File: config.mk
export PLATFORM = sky130hd
export DESIGN_NAME = bdc_cell
export DESIGN_NICKNAME = d
export VERILOG_FILES = /design/src/rtl/bdc_pkg.sv /design/src/rtl/bdc_in_cond.sv /design/src/rtl/bdc_group_term.sv /design/src/rtl/bdc_combine.sv /design/src/rtl/bdc_cell.sv
export SDC_FILE = /design/constraint.sdc
export NUM_CORES = 1
export LEC_CHECK = 0
export BUFFER_PORTS_ARGS = -buffer_cell sky130_fd_sc_hd__buf_2
export CAP_MARGIN = 20
export CORE_MARGIN = 5
export CORE_UTILIZATION = 41
export CTS_BUF_LIST = sky130_fd_sc_hd__clkbuf_4
export DETAILED_ROUTE_END_ITERATION = 10
export PLACE_DENSITY_LB_ADDON = 0.2
export SETUP_SLACK_MARGIN = 0.15
export SYNTH_ARGS = -nofsm -noshare
export SYNTH_HDL_FRONTEND = slang
export SYNTH_HIERARCHICAL = 1
export SYNTH_SLANG_ARGS = --single-unit
File: constraint.sdc
create_clock -name clk -period 5.2 [get_ports clk]
set_clock_uncertainty 0.15 [all_clocks]
set_input_delay 0.26 -clock clk [delete_from_list [all_inputs] [get_ports clk]]
set_output_delay 0.26 -clock clk [all_outputs]
set_load 0.02 [all_outputs]
File: src/rtl/bdc_pkg.sv
package bdc_pkg;
    parameter int NIB_W   = 4;
    parameter int NUM_NIB = 2;
    parameter int PAIR_W  = 2;
    localparam int IN_W   = NUM_NIB * NIB_W + PAIR_W;
    localparam int OE_W   = NUM_NIB * NIB_W;
    localparam int NUM_GRP = NUM_NIB + 1;

    typedef enum logic [1:0] {
        OE_OFF   = 2'b00,
        OE_TRI   = 2'b01,
        OE_TRI_N = 2'b10,
        OE_DEC   = 2'b11
    } oe_sel_e;

    typedef struct packed {
        logic [IN_W-1:0] data;
        logic [OE_W-1:0] oe;
        logic            dec;
    } cell_state_t;
endpackage

File: src/rtl/bdc_in_cond.sv
module bdc_in_cond #(
    parameter int WIDTH = 10
) (
    input  logic [WIDTH-1:0] raw,
    input  logic [WIDTH-1:0] force_en,
    input  logic [WIDTH-1:0] force_val,
    output logic [WIDTH-1:0] cond
);
    for (genvar k = 0; k < WIDTH; k++) begin : g_bit
        always_comb begin
            cond[k] = force_en[k] ? force_val[k] : raw[k];
        end
    end
endmodule

File: src/rtl/bdc_group_term.sv
module bdc_group_term #(
    parameter int WIDTH = 4
) (
    input  logic [WIDTH-1:0] bits,
    input  logic             sel,
    input  logic             comb_or,
    output logic             term
);
    logic and_v;
    always_comb begin
        and_v = &bits;
        if (sel) term = and_v;
        else     term = ~comb_or;   // neutral element of the combining gate
    end
endmodule

File: src/rtl/bdc_combine.sv
module bdc_combine #(
    parameter int NTERM = 3
) (
    input  logic [NTERM-1:0] terms,
    input  logic             any_sel,
    input  logic             comb_or,
    input  logic             dec_inv,
    input  logic             const_en,
    input  logic             const_val,
    output logic             dec
);
    logic gate_v;
    always_comb begin
        gate_v = comb_or ? (|terms) : (&terms);
        if (!any_sel && const_en) dec = const_val;
        else                      dec = gate_v ^ dec_inv;
    end
endmodule

File: src/rtl/bdc_cell.sv
module bdc_cell
    import bdc_pkg::*;
(
    input  logic              clk,
    input  logic              rst_n,
    input  logic [IN_W-1:0]   din,
    input  logic              tri_ctl,
    input  logic [IN_W-1:0]   force_en,
    input  logic [IN_W-1:0]   force_val,
    input  logic [NUM_GRP-1:0] grp_dec,
    input  logic [1:0]        oe_mode0,
    input  logic [1:0]        oe_mode1,
    input  logic              comb_or,
    input  logic              dec_inv,
    input  logic              const_en,
    input  logic              const_val,
    output logic [IN_W-1:0]   buf_out,
    output logic [OE_W-1:0]   nib_oe,
    output logic              dec_out
);
    logic [IN_W-1:0]    cond;
    logic [NUM_GRP-1:0] terms;
    logic               dec_c;
    oe_sel_e            oe_sel [NUM_NIB];
    cell_state_t        st_d, st_q;

    assign oe_sel[0] = oe_sel_e'(oe_mode0);
    assign oe_sel[1] = oe_sel_e'(oe_mode1);

    bdc_in_cond #(.WIDTH(IN_W)) u_cond (
        .raw(din), .force_en(force_en), .force_val(force_val), .cond(cond)
    );

    for (genvar g = 0; g < NUM_NIB; g++) begin : g_nib
        bdc_group_term #(.WIDTH(NIB_W)) u_term (
            .bits(cond[g*NIB_W +: NIB_W]), .sel(grp_dec[g]),
            .comb_or(comb_or), .term(terms[g])
        );
    end

    bdc_group_term #(.WIDTH(PAIR_W)) u_pair (
        .bits(cond[IN_W-1 -: PAIR_W]), .sel(grp_dec[NUM_GRP-1]),
        .comb_or(comb_or), .term(terms[NUM_GRP-1])
    );

    bdc_combine #(.NTERM(NUM_GRP)) u_comb (
        .terms(terms), .any_sel(|grp_dec), .comb_or(comb_or),
        .dec_inv(dec_inv), .const_en(const_en), .const_val(const_val),
        .dec(dec_c)
    );

    always_comb begin
        st_d      = st_q;
        st_d.data = cond;
        st_d.dec  = dec_c;
        for (int g = 0; g < NUM_NIB; g++) begin
            logic en;
            if (grp_dec[g]) en = 1'b0;
            else begin
                unique case (oe_sel[g])
                    OE_OFF:   en = 1'b0;
                    OE_TRI:   en = tri_ctl;
                    OE_TRI_N: en = ~tri_ctl;
                    default:  en = dec_c;
                endcase
            end
            st_d.oe[g*NIB_W +: NIB_W] = {NIB_W{en}};
        end
    end

    always_ff @(posedge clk) begin
        if (!rst_n) st_q <= '0;
        else        st_q <= st_d;
    end

    assign buf_out = st_q.data;
    assign nib_oe  = st_q.oe;
    assign dec_out = st_q.dec;
endmodule

# [Word level (Yosys, flattened, before mapping)]
# Cells that the tools add are included.
[totals] wordCells=39 out_inout_bits=19 ff_bits=16 in_bits=44
[classes] n_reduce_logical=10 eq_ne=4 n_mux=19 bitwise=3
[op_table] operator="1-bit 2-to-1 mux" count=17
[op_table] operator="4-bit AND reduction" count=2
[op_table] operator="1-bit one-hot mux with 3 select lines" count=2
[op_table] operator="3-bit OR reduction" count=2
[op_table] operator="2-bit by 1-bit == test with 1-bit output, second input constant" count=2
[op_table] operator="2-bit == test, second input constant" count=2
[op_table] operator="2-bit logical NOT" count=2
[op_table] operator="3-bit AND reduction" count=1
[op_table] operator="1-bit NOT" count=2
[op_table] operator="2-bit AND reduction" count=1
[op_table] operator="1-bit logical AND" count=1
[op_table] operator="1-bit logical NOT" count=1
[op_table] operator="1-bit bitwise XOR" count=1

# [Logic depth before layout (Yosys ltp)]
[logic_depth] ltp_word=9 ltp_mapped=9 mapped_depth_nobuf=9

# [Cells and area by module]
# Netlist, hierarchy kept.
[by_module_without_submodules] mod="bdc_cell" area_each_um2=457.9 cells_each=41 seq_area_each_um2=260.2 n_inst=1
[by_module_without_submodules] mod="bdc_in_cond" area_each_um2=150.1 cells_each=10 seq_area_each_um2=0.0 n_inst=1
[by_module_without_submodules] mod="bdc_combine" area_each_um2=65.1 cells_each=10 seq_area_each_um2=0.0 n_inst=1
[by_module_without_submodules] mod="bdc_group_term (g_nib[0].u_term ...)" area_each_um2=16.3 cells_each=2 seq_area_each_um2=0.0 n_inst=2
[by_module_without_submodules] mod="bdc_group_term (u_pair)" area_each_um2=10.0 cells_each=2 seq_area_each_um2=0.0 n_inst=1

# [Worst setup path before layout]
# No wires, ideal clock.
[synth_timing] path_kind="input to register" startpoint="input force_en[0]" endpoint="register, netlist name nib_oe[4]" arrival_ns=1.782 required_ns=4.930 cell_stages=9 setup_ns=0.120 setup_slack_ns=3.148 path_buffers=0 path_cell_list="mux2_4 -> nand4_1 -> mux2i_1 -> a21oi_1 -> o2111a_1 -> or3_1 -> nand2b_1 -> a32oi_1 -> nor3b_2"
[synth_between] elab_chain_cells=9 elab_cells_between_ends=10 cone_classes="6 x mux; 1 x bitwise; 3 x reduce/logical"
[synth_lines] element="start: declaration" line="bdc_cell.sv:8" text="input logic [IN_W-1:0] force_en,"
[synth_lines] element="1-bit 2-to-1 mux *" line="bdc_in_cond.sv:11" text="cond[k] = force_en[k] ? force_val[k] : raw[k];"
[synth_lines] element="4-bit AND reduction *" line="bdc_group_term.sv:11" text="and_v = &bits;"
[synth_lines] element="1-bit 2-to-1 mux *" line="bdc_group_term.sv:12" text="if (sel) term = and_v;"
[synth_lines] element="named net terms[0]" line="bdc_cell.sv:22" text="logic [NUM_GRP-1:0] terms;"
[synth_lines] element="3-bit AND reduction / 3-bit OR reduction (equally long branches)" line="bdc_combine.sv:14" text="gate_v = comb_or ? (|terms) : (&terms);"
[synth_lines] element="1-bit 2-to-1 mux *" line="bdc_combine.sv:14"
[synth_lines] element="1-bit bitwise XOR *" line="bdc_combine.sv:16" text="else dec = gate_v ^ dec_inv;"
[synth_lines] element="1-bit 2-to-1 mux *" line="bdc_combine.sv:15" text="if (!any_sel && const_en) dec = const_val;"
[synth_lines] element="named net dec_c" line="bdc_cell.sv:23" text="logic dec_c;"
[synth_lines] element="1-bit one-hot mux with 3 select lines *" line="bdc_cell.sv:60" text="unique case (oe_sel[g])"
[synth_lines] element="1-bit 2-to-1 mux *" line="bdc_cell.sv:58" text="if (grp_dec[g]) en = 1'b0;"
# The timed path passes the listed nets; every way through them passes the cells marked *.
# A chain may end at the register's enable or synchronous reset.

# [Worst setup path after layout]
[layout_timing] startpoint="input force_en[1]" endpoint="register, netlist name nib_oe[4]"
[layout_between] elab_chain_cells=9 elab_cells_between_ends=10 cone_classes="6 x mux; 1 x bitwise; 3 x reduce/logical"
[layout_lines] element="1-bit 2-to-1 mux *" line="bdc_in_cond.sv:11"
[layout_lines] element="named net cond[1]" line="bdc_cell.sv:21" text="logic [IN_W-1:0] cond;"
[layout_lines] element="4-bit AND reduction *" line="bdc_group_term.sv:11"
[layout_lines] element="1-bit 2-to-1 mux *" line="bdc_group_term.sv:12"
[layout_lines] element="named net terms[0]" line="bdc_cell.sv:22"
[layout_lines] element="3-bit AND reduction / 3-bit OR reduction (equally long branches)" line="bdc_combine.sv:14"
[layout_lines] element="1-bit 2-to-1 mux *" line="bdc_combine.sv:14"
[layout_lines] element="1-bit bitwise XOR *" line="bdc_combine.sv:16"
[layout_lines] element="1-bit 2-to-1 mux *" line="bdc_combine.sv:15"
[layout_lines] element="named net dec_c" line="bdc_cell.sv:23"
[layout_lines] element="1-bit one-hot mux with 3 select lines *" line="bdc_cell.sv:60"
[layout_lines] element="1-bit 2-to-1 mux *" line="bdc_cell.sv:58"
# Marks and branches as above.

==> results.sh <==
export IMPL_outcome="completed"
export IMPL_register_area_sq_um=260
export IMPL_clock_root_buffer="sky130_fd_sc_hd__clkbuf_4"
export IMPL_worstHoldStart="grp_dec[1]"
export IMPL_synth_net_count=111
export IMPL_sequentialPowerShare_pct=45.4
export IMPL_cts_htree_levels=1
export IMPL_cellPowerDensity_mw_per_mm2=231
export IMPL_die_area_sq_mm=0.00268
export IMPL_cts_inserted_buffers=3
export IMPL_cts_hold_buf=0
export IMPL_post_route_cells_drive_above_1_share_pct=61.9
export IMPL_post_synth_edffs=0
export IMPL_post_synth_cell_area_avg_sq_um=10.7
export IMPL_drt_pass1_iterations=4
export IMPL_cp_max_fo=4
export IMPL_yosysWarnings=6
export IMPL_total_power_uw=238
export IMPL_grtUsageTotal_pct=12.6
export IMPL_worstPathArrival_ns=2.05
export IMPL_grt_ovfl_total=0
export IMPL_synth_cells=67
export IMPL_post_route_drc_count=0
export IMPL_path_cells="buf_2 > mux2_4 > nand4_1 > mux2i_1 > a21oi_1 > o2111a_1 > or3_1 > nand2b_1 > a32oi_1 > nor3b_2"
export IMPL_insertedDiodeCount=0
export IMPL_synth_flop_cell="sky130_fd_sc_hd__dfxtp_1"
export IMPL_starting_density_of_the_core_pct=42.4
export IMPL_timing_critical_path_slowest_cell_delay_ns=0.42
export IMPL_layout_area_overhead_vs_synth_pct=43.5
export IMPL_final_min_clock_period_ns=2.04
export IMPL_clock_power_share_pct=26.5
export IMPL_synth_distinct_cells=24
export IMPL_num_fill_cells=149
export IMPL_cap_viol_max_count=0
export IMPL_sw_frac_of_total_pct=25.9
export IMPL_slew_limit_headroom_pct=83.2
export IMPL_share_of_synthesized_area_occupied_by_flip_flops_and_latches_pct=36.4
export IMPL_fin_worst_hold_slack_ns=0.0508
export IMPL_gp_congestion=0.748
export IMPL_finalSetupViolCount=0
export IMPL_synth_top_area_share_pct=36.4
export IMPL_grt_start_max_net_pins=14
export IMPL_synth_cell_area_sq_um=716
export IMPL_synth_most_common_cell="sky130_fd_sc_hd__dfxtp_1"
export IMPL_crit_path_class="input pin to flop"
export IMPL_cp_startpoint="force_en[1]"
export IMPL_num_nets_final=171
export IMPL_cts_tree="built"
export IMPL_grt_first_pass_wirelength_um=2620
export IMPL_route_antenna_remaining_nets=0
export IMPL_rows=15
export IMPL_die_height_um=51.8
export IMPL_maxSlewViolCount=0
export IMPL_die_width_um=51.8
export IMPL_netSwitchingPower_uw=61.6
export IMPL_core_area_sq_mm=0.00169
export IMPL_timing_final_hold_violations=0
export IMPL_critical_path_endpoint_type="flop"
export IMPL_cts_path_max_buffers=2
export IMPL_dr_first_iter_drc_count=7
export IMPL_crit_required_ns=5.20
export IMPL_dp_hpwl_um=1540
export IMPL_postCtsSetupBuffers=0
export IMPL_drt_vias_per_instance=4.99
export IMPL_cts_repair_resized_insts=0
export IMPL_synth_top_cells_by_area="sky130_fd_sc_hd__dfxtp_1, sky130_fd_sc_hd__mux2_4, sky130_fd_sc_hd__and2_1"
export IMPL_synth_largest_area_cell="sky130_fd_sc_hd__dfxtp_1"
export IMPL_placement_io_buffers=62
export IMPL_multi_input_comb_area_sq_um=402
export IMPL_pwr_share_comb_pct=28.1
export IMPL_slowest_stage="sky130_fd_sc_hd__or3_1"
export IMPL_synth_top_cells_by_count="sky130_fd_sc_hd__dfxtp_1, sky130_fd_sc_hd__and2_1, sky130_fd_sc_hd__mux2_4, sky130_fd_sc_hd__buf_4"
export IMPL_io_pin_count=63
export IMPL_wl_um=1720
export IMPL_grt_setup_unrepaired="false"
export IMPL_cellLeakagePower_nw=0.563
export IMPL_vias=713
export IMPL_fraction_of_synthesis_flops_using_an_asynchronous_set_or_reset_pin_pct=0
export IMPL_critPathLaunchType="input pin"
export IMPL_setup_tns_final_ns=0
export IMPL_max_vdd_ir_drop_v=0.000107
export IMPL_power_internal_uw=176
export IMPL_synth_seq_cells=13
export IMPL_min_delay_path_class="input pin to flop"
export IMPL_final_period_utilization_pct=39.3
export IMPL_fmax_ghz=0.489
export IMPL_routed_length_per_instance_um=12.0
export IMPL_transition_time_of_the_tightest_slew_check_pin_ns=0.250
export IMPL_clock_sinks=13
export IMPL_area_after_detailed_placement_sq_um=997
export IMPL_first_global_vias=654
export IMPL_clk_transition_reported_paths_ns=0.07
export IMPL_finalInstanceArea_sq_mm=0.00103
export IMPL_antenna_found_initial=0
per-stage QoR:
step                setup WS [ns]  utilization [%]  std cells
floorplan                    3.15                -         67
global placement             2.95             59.0        139
detailed placement           2.88             59.0        139
CTS                          3.16             60.8        143
global route                 3.09             60.8        143
finish                       3.16             60.8        143
final cells by class:
class / count / area share (%)
multi-input combinational: 46 / 39.1
tap: 17 / 2.07
inverter: 1 / 0.365
sequential: 13 / 25.3
clock buffer: 4 / 2.92
timing repair buffer: 62 / 30.2
registers in the layout (all words and copies together), names as in the netlist:
register / count
dec_out: 1
buf_out: 10
nib_oe: 2
layout by cell type, fill, tap and decap left out, types with 2 or more instances in the layout:
cell	instances
sky130_fd_sc_hd__nand2b_1	3
sky130_fd_sc_hd__mux2_4	10
sky130_fd_sc_hd__nand4_1	2
sky130_fd_sc_hd__dfxtp_1	13
sky130_fd_sc_hd__or3_1	2
sky130_fd_sc_hd__nor2b_1	2
sky130_fd_sc_hd__mux2i_1	3
sky130_fd_sc_hd__buf_2	62
sky130_fd_sc_hd__and2_1	11
sky130_fd_sc_hd__clkbuf_4	4
logic make-up after synthesis:
group                  after synthesis  share of synthesized area (%)
AO/OA/AOI/OAI                        6                           5.94
buffers and inverters                8                           7.52
flip-flops                          13                           36.4
multiplexers                        13                           25.2
AND/OR/NAND/NOR                     27                           25.0
worst paths after layout:
| check | cells after the start | end |
|---|---|---|
| setup / recovery | 10 | nib_oe[4]$_SDFF_PP0_ |
| hold / removal | 2 | nib_oe[4]$_SDFF_PP0_ |
per-layer routing:
metal | global-route usage (%) | part of all wire, % | vias up
li1 | - | - | 348
met1 | 13.7 | 36 | 326
met2 | 24.4 | 54 | 37
met3 | 2.01 | 9.1 | 2
met4 | 3.93 | 0.99 | 0
met5 | 0 | 0 | -
worst max-delay path: cells and delay by family:
kind	cells	cell delay (ns)
buf+inv	1	0.11
simple gates	4	0.74
compound gates	3	0.58
mux	2	0.38
power by group through the flow:
stage               logic [mW]  registers [mW]  clock network (mW)
floorplan               0.0309           0.119                   0
global placement        0.0657           0.110                   0
detailed placement      0.0673           0.110                   0
CTS                     0.0673           0.108              0.0661
global route            0.0725           0.108              0.0722
finish                  0.0667           0.108              0.0630
No activity file was read; power rests on OpenSTA's default activity.
